`src/rtl/cirq_pkg.sv`:
```
package cirq_pkg;
  localparam int NFLAG  = 7;
  localparam int B_S1TX = 0;
  localparam int B_S2RX = 1;
  localparam int B_GTX  = 2;
  localparam int B_GINT = 3;
  localparam int B_WAKE = 4;
  localparam int B_RDY  = 5;
  localparam int B_S2TX = 6;
  localparam logic [NFLAG-1:0] IRQ_MASK =
    (NFLAG'(1) << B_GINT) | (NFLAG'(1) << B_WAKE) | (NFLAG'(1) << B_RDY);
  typedef logic [NFLAG-1:0] flag_vec_t;
endpackage

```
`src/rtl/cirq_flag.sv`:
```
module cirq_flag (
  input  logic clk,
  input  logic rst,
  input  logic set_i,
  input  logic clr_i,
  output logic q_o
);
  always_ff @(posedge clk) begin
    if (rst)        q_o <= 1'b0;
    else if (set_i) q_o <= 1'b1;
    else if (clr_i) q_o <= 1'b0;
  end

  p_set_wins_r10: assert property (@(posedge clk) disable iff (rst)
    set_i |=> q_o);
  p_clear_r3: assert property (@(posedge clk) disable iff (rst)
    (!set_i && clr_i) |=> !q_o);
  p_hold_r2: assert property (@(posedge clk) disable iff (rst)
    (!set_i && !clr_i) |=> $stable(q_o));
endmodule

```
`src/rtl/cirq_event_map.sv`:
```
module cirq_event_map
  import cirq_pkg::*;
(
  input  logic      s1_tx_done,
  input  logic      s2_tx_done,
  input  logic      s12_tx_done,
  input  logic      s2_rx_strobe,
  input  logic      s12_cap_strobe,
  input  logic      s12_gpio_bit,
  input  logic      ready_seen,
  input  logic      wake_strobe,
  input  logic      wr_s1_data,
  input  logic      wr_s2_data,
  input  logic      wr_s12_data,
  input  logic      rd_s2_data,
  input  logic      rd_s12_data,
  input  logic      eoi_write,
  input  logic      eoi_data_b1,
  input  logic      wake_q,
  output flag_vec_t set_v,
  output flag_vec_t clr_v
);
  always_comb begin
    set_v = '0;
    clr_v = '0;
    // transmit-done flags: cleared by new transmit data
    set_v[B_S1TX] = s1_tx_done;
    clr_v[B_S1TX] = wr_s1_data;
    set_v[B_S2TX] = s2_tx_done;
    clr_v[B_S2TX] = wr_s2_data;
    set_v[B_GTX]  = s12_tx_done;
    clr_v[B_GTX]  = wr_s12_data;
    // receive valid: cleared by a read
    set_v[B_S2RX] = s2_rx_strobe;
    clr_v[B_S2RX] = rd_s2_data;
    // GPIO interrupt loads the captured bit
    set_v[B_GINT] = s12_cap_strobe & s12_gpio_bit;
    clr_v[B_GINT] = rd_s12_data | (s12_cap_strobe & ~s12_gpio_bit);
    // wake-up
    set_v[B_WAKE] = wake_strobe;
    clr_v[B_WAKE] = eoi_write;
    // codec ready, only inside a wake-up
    set_v[B_RDY]  = ready_seen & (wake_q | wake_strobe);
    clr_v[B_RDY]  = eoi_write & eoi_data_b1;
  end
endmodule

```
`src/rtl/cirq_irq_reg.sv`:
```
module cirq_irq_reg #(
  parameter int W = 7,
  parameter logic [W-1:0] MASK = '1
) (
  input  logic         clk,
  input  logic         rst,
  input  logic [W-1:0] flags_i,
  output logic         irq_o
);
  logic past_ok;

  always_ff @(posedge clk) begin
    if (rst) begin
      irq_o   <= 1'b0;
      past_ok <= 1'b0;
    end else begin
      irq_o   <= |(flags_i & MASK);
      past_ok <= 1'b1;
    end
  end

  p_irq_follows_r11: assert property (@(posedge clk) disable iff (rst)
    past_ok |-> (irq_o == $past(|(flags_i & MASK))));
endmodule

```
`src/rtl/codec_irq_status.sv`:
```
module codec_irq_status
  import cirq_pkg::*;
#(
  parameter int WORD_W = 32
) (
  input  logic              clk,
  input  logic              rst,
  input  logic              s1_tx_done,
  input  logic              s2_tx_done,
  input  logic              s12_tx_done,
  input  logic              s2_rx_strobe,
  input  logic              s12_cap_strobe,
  input  logic              s12_gpio_bit,
  input  logic              ready_seen,
  input  logic              wake_strobe,
  input  logic              wr_s1_data,
  input  logic              wr_s2_data,
  input  logic              wr_s12_data,
  input  logic              rd_s2_data,
  input  logic              rd_s12_data,
  input  logic              eoi_write,
  input  logic              eoi_data_b1,
  output logic [WORD_W-1:0] status_word,
  output logic              irq_raw
);
  localparam int RSV_W = WORD_W - NFLAG;

  flag_vec_t set_v, clr_v, flags;

  cirq_event_map u_map (
    .s1_tx_done    (s1_tx_done),
    .s2_tx_done    (s2_tx_done),
    .s12_tx_done   (s12_tx_done),
    .s2_rx_strobe  (s2_rx_strobe),
    .s12_cap_strobe(s12_cap_strobe),
    .s12_gpio_bit  (s12_gpio_bit),
    .ready_seen    (ready_seen),
    .wake_strobe   (wake_strobe),
    .wr_s1_data    (wr_s1_data),
    .wr_s2_data    (wr_s2_data),
    .wr_s12_data   (wr_s12_data),
    .rd_s2_data    (rd_s2_data),
    .rd_s12_data   (rd_s12_data),
    .eoi_write     (eoi_write),
    .eoi_data_b1   (eoi_data_b1),
    .wake_q        (flags[B_WAKE]),
    .set_v         (set_v),
    .clr_v         (clr_v)
  );

  for (genvar i = 0; i < NFLAG; i++) begin : g_flag
    cirq_flag u_flag (
      .clk  (clk),
      .rst  (rst),
      .set_i(set_v[i]),
      .clr_i(clr_v[i]),
      .q_o  (flags[i])
    );
  end

  cirq_irq_reg #(.W(NFLAG), .MASK(IRQ_MASK)) u_irq (
    .clk    (clk),
    .rst    (rst),
    .flags_i(flags),
    .irq_o  (irq_raw)
  );

  assign status_word = {{RSV_W{1'b0}}, flags};
endmodule

```
`config.mk`:
```
export PLATFORM = sky130hd
export DESIGN_NAME = codec_irq_status
export DESIGN_NICKNAME = d
export VERILOG_FILES = /design/src/rtl/cirq_pkg.sv /design/src/rtl/cirq_flag.sv /design/src/rtl/cirq_event_map.sv /design/src/rtl/cirq_irq_reg.sv /design/src/rtl/codec_irq_status.sv
export SDC_FILE = /design/constraint.sdc
export NUM_CORES = 1
export LEC_CHECK = 0
export BUFFER_PORTS_ARGS = -buffer_cell sky130_fd_sc_hd__buf_2
export CORE_MARGIN = 8
export CORE_UTILIZATION = 40
export CTS_BUF_LIST = sky130_fd_sc_hd__clkbuf_16
export DETAILED_ROUTE_END_ITERATION = 10
export PLACE_DENSITY = 0.93
export SLEW_MARGIN = 20
export SYNTH_ARGS = -nofsm -noshare
export SYNTH_HDL_FRONTEND = slang
export SYNTH_HIERARCHICAL = 1
export SYNTH_SLANG_ARGS = --single-unit
```
`constraint.sdc`:
```
create_clock -name clk -period 1.95 [get_ports clk]
set_input_delay 0.2925 -clock clk [delete_from_list [all_inputs] [get_ports clk]]
set_output_delay 0.2925 -clock clk [all_outputs]
set_load 0.02 [all_outputs]
```
==> results of run 1 <==
==> metrics by stage <==
step	util [%]	std cells	area, um2	setup slack [ps]
3_5_place_dp	38.98	101	566.8	1058
5_1_grt	44.15	104	641.9	847.9
4_1_cts	44.15	104	641.9	871.3
3_3_place_gp	38.98	101	566.8	1081
6_report	44.15	104	641.9	882.9
2_1_floorplan	-	96	689.4	1172
==> sequential cells by signal, indices dropped and copies added, names as in the netlist <==
register,flops
g_flag.u_flag/q_o,7
u_irq/irq_o,1
==> synthesized netlist by cell type <==
cell type / count
buf_4: 35
dfxtp_1: 8
inv_1: 8
a21oi_2: 7
nand2b_1: 7
a21o_1: 1
and2_1: 1
and2_2: 1
conb_1: 1
nor2_1: 1
nor3_1: 1
o21a_1: 1
==> metal layers <==
layer,track usage (%),up-vias,share of wire [%]
li1,-,190,-
met5,0,-,0
met4,3.689,0,0
met3,5.435,0,17
met2,10.94,31,48
met1,7.870,173,35
==> final timing paths <==
| check | slack, ps | cells past startpoint | to | startpoint |
|---|---|---|---|---|
| max | 880 | 1 | status_word[4] | g_flag[4].u_flag/q_o |
| min | 300 | 3 | g_flag[1].u_flag/q_o | s2_rx_strobe |
| max reg2reg | 1240 | 3 | g_flag[5].u_flag/q_o | g_flag[4].u_flag/q_o |
| min reg2reg | 480 | 2 | g_flag[0].u_flag/q_o | g_flag[0].u_flag/q_o |
==> cell type report <==
type                            instances  area (um2)  area share [%]
Clock buffer                            3       75.07           11.70
Inverter                                8       30.03           4.678
Multi-Input combinational cell         45       236.5           36.84
Sequential cell                         8       160.2           24.95
Tap cell                               16       20.02           3.119
Timing Repair Buffer                   24       120.1           18.71
==> kinds of logic after synthesis <==
kind of cell           after synthesis
AO/OA/AOI/OAI                        9
buffers and inverters               43
flip-flops                           8
other                                1
AND/OR/NAND/NOR                     11
==> power groups by stage <==
stage	Sequential (W)	Clock, W	Combinational (W)
4_1_cts	0.000182	0.000349	0.000110
5_1_grt	0.000183	0.000366	0.000121
6_report	0.000182	0.000337	0.000111
3_3_place_gp	0.000184	0	0.000109
2_1_floorplan	0.000198	0	0.000116
3_5_place_dp	0.000185	0	0.000110
==> out/summary.txt, run 1 <==
Unrepaired setup endpoints after global routing: no
Post-route ant nets: 0
Fmax: 0.9371 GHz
Placer Congestion: 0.6283
CP Buf/Inv Count: 1
Antenna cell count: 0
Total track usage: 7.484%
Net Sw Frac: 25.22%
CP max FO: 4
Vias per inst: 3.788
Global-route wire length before repair: 1552 um
Mux cell area share after synthesis: 0%
Largest net degree at the start of global routing: 9
XOR/XNOR Fraction of Synth Area: 0%
Clk sink count: 8
Post_cts resized: 0
Rows: 14
Final wirelength: 1118 um
Worst stage delay on the critical path: 360 ps
Setup TNS: 0 ps
Post-Synthesis Cells: 72
Max-cap viol count: 0
Startpoint type of the worst setup path: flop
Critical Path AT: 770 ps
Synth Area in Simple Gates: 11.06%
Die height: 54.71 um
Number of global-route vias before repair: 383
# setup viols final: 0
Worst Path Required: 1660 ps
Worst VDD drop: 0.5414 mV
Synth area leaders: buf_4, dfxtp_1, a21oi_2
Static leakage: 0.3645 nW
Clock period minus worst slack: 1067 ps
Area leader, netlist: buf_4
Crit Path Category: flop to output port
Crit path cell chain: buf_2
DR vias: 394
I/O pin count: 50
Worst-path clk slew: 40 ps
Ratio of cells with drive above 1 in the final layout: 39.77%
Initial DRC count: 2
Adder-Cell Fraction of Synth Area: 0%
Final hold viol count: 0
Sequential share of power: 28.8%
Starting density of the core: 41.22%
Internal power: 0.0004714 W
Setup Skew: 0.08014 ps
Largest family of logic cells by synthesized area: buffers and inverters
Core Footprint: 1454 um2
Final period util: 54.72%
Most frequent cells in the layout: conb_1, buf_2, inv_1, dfxtp_1
P_sw: 0.0001590 W
Status: finished clean
Library cells used by synthesis: 12
Share of the synthesized area in the top cell type: 43.84%
Layout fillers: 166
Mapped Area: 599.3 um2
Initial antenna violation count: 0
CTS Root Cell: clkbuf_16
Clock buffer count from CTS: 3
Hold Crit Class: input pin to flop
Largest delay contributor family on the critical path: flip-flops
Comb pwr share: 17.7%
Clock power frac: 53.5%
Grt total ovfl: 0
Compound-Gate Fraction of Synth Area: 12.73%
Skew-Pair Late Insertion Delay: 230 ps
Drt pass-1 iters: 3
DRC errors left: 0
Final hold slack: 300.2 ps
Power Total: 0.0006304 W
Register bit count reported by yosys: 8
Routed len/inst: 10.75 um
CTS tree: yes
Dpl hpwl: 982.5 um
Max Slew Vio Count: 0
Clk buf depth: 2
Setup crit end kind: output port
Slowest CP cell: dfxtp_1
Die area: 2993 um2
Cts hold-fix bufs: 0
Die X: 54.71 um
H-tree depth: 1
Area Growth Syn to Fin: 7.098%
Yosys warning count: 6
# nets final: 107
Pwr dens: 982.1 nW/um2
Commonest non-fill, non-tap cell in the layout: conb_1
I/O Buffers: 24
Setup repair bufs after CTS: 0
Post-synthesis sequential area ratio: 26.72%
Syn_area_per_cell: 8.324 um2
No activity file was read; power rests on OpenSTA's default activity.
==> run 2, diff against run 1 <==
--- a/config.mk
+++ b/config.mk
@@ -7,10 +7,10 @@
 export LEC_CHECK = 0
 export BUFFER_PORTS_ARGS = -buffer_cell sky130_fd_sc_hd__buf_2
 export CORE_MARGIN = 8
-export CORE_UTILIZATION = 40
+export CORE_UTILIZATION = 37
 export CTS_BUF_LIST = sky130_fd_sc_hd__clkbuf_16
 export DETAILED_ROUTE_END_ITERATION = 10
-export PLACE_DENSITY = 0.93
+export PLACE_DENSITY = 0.88
 export SLEW_MARGIN = 20
 export SYNTH_ARGS = -nofsm -noshare
 export SYNTH_HDL_FRONTEND = slang
==> constraint.sdc (replaced) <==
create_clock -name clk -period 1 [get_ports clk]
set_input_delay 0.15 -clock clk [delete_from_list [all_inputs] [get_ports clk]]
set_output_delay 0.15 -clock clk [all_outputs]
set_load 0.02 [all_outputs]
==> run 2 against run 1 <==
  * Die area increased by 5.7%
  * Sequential power increased by 95%
  * Highest routed layer unchanged
  * Utilization decreased by 1.5 points
  * Non-clock buffer count unchanged
  * Flip-flop and latch count unchanged
  * Cell count unchanged
  * Final area unchanged
  * Global-route usage increased by 0.53 points
==> out/summary.txt, run 2 (synthesized netlist as in run 1, its figures left out) <==
Max-cap viol count: 0 (unchanged)
Pwr dens: 1936 nW/um2 (+97%)
DRC errors left: 0 (unchanged)
Setup Skew: 2.733 ps (+2.653 ps)
Die area: 3164 um2 (+5.7%)
Ratio of cells with drive above 1 in the final layout: 39.77% (unchanged)
Antenna cell count: 0 (unchanged)
Skew-Pair Late Insertion Delay: 230 ps (about the same)
Crit path cell chain: buf_2
Post-layout util: 42.61% (-1.5 points)
# setup viols final: 0 (unchanged)
Clk buf depth: 2 (unchanged)
Register area: 160.2 um2 (unchanged)
Dpl hpwl: 1015 um (+3.3%)
H-tree depth: 1 (unchanged)
Status: finished clean
Static leakage: 0.3645 nW (unchanged)
Dpl cell area: 566.8 um2 (unchanged)
Grt total ovfl: 0 (unchanged)
Cts hold-fix bufs: 0 (unchanged)
Worst Path Required: 850 ps (-810 ps)
Critical Path AT: 780 ps (about the same)
Setup TNS: 0 ps (unchanged)
Area Growth Syn to Fin: 7.098% (unchanged)
Die X: 56.25 um (+2.8%)
Die height: 56.25 um (+2.8%)
Setup crit end kind: output port
Core Footprint: 1506 um2 (+3.6%)
Rows: 14 (unchanged)
Starting density of the core: 39.78% (-1.4 points)
Final period util: 93.44%
Largest delay contributor family on the critical path: flip-flops
Most frequent cells in the layout: conb_1, buf_2, inv_1, dfxtp_1
Top reg by flops: g_flag.u_flag/q_o
Clk sink count: 8 (unchanged)
# nets final: 107 (unchanged)
CTS tree: yes
Crit Path Category: flop to output port
CP Buf/Inv Count: 1 (unchanged)
CTS Root Cell: clkbuf_16
Setup repair bufs after CTS: 0 (unchanged)
Total track usage: 8.018% (+0.53 points)
Final wirelength: 1173 um (+4.9%)
Clock period minus worst slack: 934.4 ps
Startpoint type of the worst setup path: flop
Largest net degree at the start of global routing: 9 (unchanged)
Worst-path clk slew: 40 ps (about the same)
Global-route wire length before repair: 2021 um (+30%)
Clock buffer count from CTS: 3 (unchanged)
DR vias: 393 (-0.25%)
Routed len/inst: 11.28 um (+4.9%)
Hold Crit Class: input pin to flop
I/O Buffers: 24 (unchanged)
Multi-input logic area: 236.5 um2 (unchanged)
Drt pass-1 iters: 2 (-1)
Placer Congestion: 0.6082 (-3.2%)
Layout fillers: 172 (+3.6%)
Vias per inst: 3.779 (-0.25%)
Worst VDD drop: 0.7789 mV (+44%)
Largest register FFs: 7 (unchanged)
Cell area after layout: 641.9 um2 (unchanged)
I/O pin count: 50 (unchanged)
Initial DRC count: 1 (-1)
Slowest CP cell: dfxtp_1
Fmax: 1.070 GHz
Max Slew Vio Count: 0 (unchanged)
Commonest non-fill, non-tap cell in the layout: conb_1
Final hold viol count: 0 (unchanged)
Post-route ant nets: 0 (unchanged)
Number of global-route vias before repair: 481 (+26%)
Unrepaired setup endpoints after global routing: no
Post_cts resized: 0 (unchanged)
Largest regs: g_flag.u_flag/q_o: 7 flops, u_irq/irq_o: 1 flops
CP max FO: 4 (unchanged)
Initial antenna violation count: 0 (unchanged)
Worst stage delay on the critical path: 370 ps (about the same)
## run 2: final cells by class
class	instances	area share [%]
clock buffers	3	11.70
inverters	8	4.678
multi-input cells	45	36.84
flip-flops and latches	8	24.95
well taps	16	3.119
repair buffers	24	18.71
## run 2: where the power goes
part           leakage (nW)  internal (W)  switching, W
Sequential           0.0667      0.000343     0.0000118
Combinational         0.261     0.0000621      0.000157
Clock                0.0370      0.000515      0.000154
## run 2: worst paths after layout
path                                           start              endpoint  slack (ps)  cells after the start
worst max-delay path            g_flag[4].u_flag/q_o        status_word[4]          70                      1
worst min-delay path                     s12_tx_done  g_flag[2].u_flag/q_o         160                      3
worst max register to register  g_flag[4].u_flag/q_o  g_flag[5].u_flag/q_o         280                      3
worst min register to register  g_flag[2].u_flag/q_o  g_flag[2].u_flag/q_o         480                      2
## run 2: metal layers
metal  GRT usage (%)  up-vias  part of all wire (%)
met1           6.547      174                    39
met2           13.15       29                    50
li1                -      190                     -
met4           3.780        0                     0
met5               0        -                     0
met3           7.078        0                    11
## run 2: metrics by stage
stage               total power [W]  worst slack (ps)  std cells  hold slack (ps)
finish                     0.001243             65.60        104            158.8
global route               0.001310             36.05        104            167.1
CTS                        0.001264             59.64        104            156.1
detailed placement        0.0005768             250.1        101            394.1
global placement          0.0005711             274.1        101            387.1
floorplan                 0.0006125             221.6         96            212.4
==> run 3, diff against run 2 <==
--- a/config.mk
+++ b/config.mk
@@ -6,11 +6,10 @@
 export NUM_CORES = 1
 export LEC_CHECK = 0
 export BUFFER_PORTS_ARGS = -buffer_cell sky130_fd_sc_hd__buf_2
-export CORE_MARGIN = 8
-export CORE_UTILIZATION = 37
+export CORE_UTILIZATION = 33
 export CTS_BUF_LIST = sky130_fd_sc_hd__clkbuf_16
 export DETAILED_ROUTE_END_ITERATION = 10
-export PLACE_DENSITY = 0.88
+export PLACE_DENSITY = 0.83
 export SLEW_MARGIN = 20
 export SYNTH_ARGS = -nofsm -noshare
 export SYNTH_HDL_FRONTEND = slang
==> constraint.sdc (replaced) <==
create_clock -name clk -period 0.85 [get_ports clk]
set_input_delay 0.1275 -clock clk [delete_from_list [all_inputs] [get_ports clk]]
set_output_delay 0.1275 -clock clk [all_outputs]
set_load 0.02 [all_outputs]
==> run 3 against run 2 <==
  * Sequential power up 19%
  * Register-to-register slack worse by 170 ps
  * Final area up 6.8%
  * Hold slack worse by 23 ps
  * Highest routed layer unchanged
  * Flip-flop and latch count unchanged
  * Cell count up 8.7%
  * Total power up 18%
  * Largest power group unchanged
  * Wire length down 28%
  * Clock skew down 2.4 ps
  * Utilization down 2.5 points
  * Worst setup slack worse by 49 ps
==> out/summary.txt, run 3 (synthesized netlist as in run 1, its figures left out) <==
# setup viols final: 0 (unchanged)
Initial antenna violation count: 0 (unchanged)
Largest register FFs: 7 (unchanged)
Largest delay contributor family on the critical path: flip-flops
CP Buf/Inv Count: 1 (unchanged)
Drt pass-1 iters: 4 (+2)
Startpoint type of the worst setup path: flop
H-tree depth: 1 (unchanged)
Starting density of the core: 35.09% (-4.7 points)
Global-route wire length before repair: 1193 um (-41%)
Status: finished clean
Final worst setup slack: 17.09 ps (-48.51 ps)
Net Sw Frac: 24.99% (-0.96 points)
CTS tree: yes
Die height: 44.62 um (-21%)
Die X: 44.62 um (-21%)
Power Total: 0.001463 W (+18%)
Commonest non-fill, non-tap cell in the layout: conb_1
Largest net degree at the start of global routing: 9 (unchanged)
Static leakage: 0.3707 nW (+1.7%)
Comb pwr share: 18.3% (+0.7 points)
Dpl hpwl: 672.7 um (-34%)
Max Slew Vio Count: 0 (unchanged)
I/O Buffers: 24 (unchanged)
Worst Hold Launch: s2_rx_strobe
Cts hold-fix bufs: 0 (unchanged)
Vias per inst: 3.460 (-8.4%)
Largest regs: g_flag.u_flag/q_o: 7 flops, u_irq/irq_o: 1 flops
CTS Root Cell: clkbuf_16
Internal power: 0.001097 W (+19%)
Setup Skew: 0.3131 ps (-2.420 ps)
Total track usage: 8.403% (+0.39 points)
Placer Congestion: 0.6331 (+4.1%)
Worst VDD drop: 1.150 mV (+48%)
Setup crit end kind: output port
Pre-CTS setup slack: 126.6 ps (-123.5 ps)
Pwr dens: 2133 nW/um2 (+10%)
I/O pin count: 50 (unchanged)
Hold Crit Class: input pin to flop
Clock buffer count from CTS: 3 (unchanged)
Post-route ant nets: 0 (unchanged)
Skew-Pair Late Insertion Delay: 230 ps (about the same)
Area Growth Syn to Fin: 14.41%
Die area: 1991 um2 (-37%)
Routed len/inst: 7.487 um (-34%)
Clock period minus worst slack: 832.9 ps
Worst Path Required: 720 ps (-130 ps)
# nets final: 107 (unchanged)
Crit path cell chain: buf_6
Critical Path AT: 710 ps (-70 ps)
Clk buf depth: 2 (unchanged)
Final hold viol count: 0 (unchanged)
Antenna cell count: 0 (unchanged)
Clk sink count: 8 (unchanged)
Max-cap viol count: 0 (unchanged)
DR vias: 391 (-0.51%)
Number of global-route vias before repair: 284 (-41%)
Ratio of cells with drive above 1 in the final layout: 43.18% (+3.4 points)
Sequential share of power: 28.8% (+0.3 points)
CP max FO: 4 (unchanged)
Top reg by flops: g_flag.u_flag/q_o
Final wirelength: 846 um (-28%)
Crit Path Category: flop to output port
Fin cells: 113 (+8.7%)
Fmax: 1.201 GHz
DRC errors left: 0 (unchanged)
Slowest CP cell: dfxtp_4
Final period util: 97.99%
Worst r2r src: g_flag[4].u_flag/q_o
Core Footprint: 1708 um2 (+13%)
Clock power frac: 52.9% (-0.9 points)
Layout fillers: 179 (+4.1%)
Rows: 15 (+1)
Initial DRC count: 6 (+5)
Setup repair bufs after CTS: 0 (unchanged)
Placed cells: 110 (+8.9%)
Launch point of the worst path: g_flag[4].u_flag/q_o
Most frequent cells in the layout: conb_1, buf_2, inv_1
Grt total ovfl: 0 (unchanged)
Worst-path clk slew: 40 ps (about the same)
P_sw: 0.0003655 W (+13%)
Worst stage delay on the critical path: 350 ps (-20 ps)
Setup TNS: 0 ps (unchanged)
[run 3: cell counts in the layout (fill, tap and decap cells not counted)]
Identical to the previous run, type by type.
[run 3: layer usage]
layer | vias up | track usage, % | wire, um
li1 | 190 | - | -
met1 | 173 | 9.630 | 315
met2 | 28 | 13.53 | 435
met3 | 0 | 3.673 | 94
met4 | 0 | 3.636 | 0
met5 | - | 0 | 0
[run 3: what timing repair did]
item | CTS | global route
gates cloned | 0 | 0
gates resized for setup | 6 | 7
pin swaps | 0 | 0
endpoints found under the setup margin | 3 | 6
[run 3: power groups by stage]
stage | combinational (W) | sequential (W) | clock [W]
final | 0.000268 | 0.000421 | 0.000774
after global routing | 0.000291 | 0.000424 | 0.000826
after CTS | 0.000257 | 0.000420 | 0.000791
after detailed placement | 0.000252 | 0.000423 | 0
after global placement | 0.000248 | 0.000422 | 0
after floorplan | 0.000266 | 0.000454 | 0
[run 3: worst register-to-register path: cells and delay by family, from the launching register on]
family,cells,cell delay (ps)
AO/OA/AOI/OAI,2,210
flip-flops,1,350
buffers and inverters,1,60
[run 3: worst paths after layout]
kind	depth (start not counted)	slack (ps)	to
setup reg to reg	3	110	g_flag[5].u_flag/q_o
hold / removal	3	140	g_flag[1].u_flag/q_o
setup / recovery	1	20	status_word[4]
hold reg to reg	2	480	g_flag[6].u_flag/q_o
[run 3: final cells by class]
cell class | instances | area (um2) | share of cell area, %
clock buffer | 3 | 75.07 | 10.95
inverter | 8 | 30.03 | 4.380
tap | 25 | 31.28 | 4.562
sequential | 8 | 166.4 | 24.27
timing repair buffer | 24 | 146.4 | 21.35
multi-input combinational | 45 | 236.5 | 34.49
[run 3: per-stage QoR]
step / hold slack, ps / instance area [um2] / utilization (%)
floorplan: 189.9 / 689.4 / -
global placement: 363.3 / 578.1 / 33.85
detailed placement: 371.0 / 578.1 / 33.85
CTS: 136.5 / 664.4 / 38.90
global route: 134.1 / 685.7 / 40.15
finish: 136.3 / 685.7 / 40.15
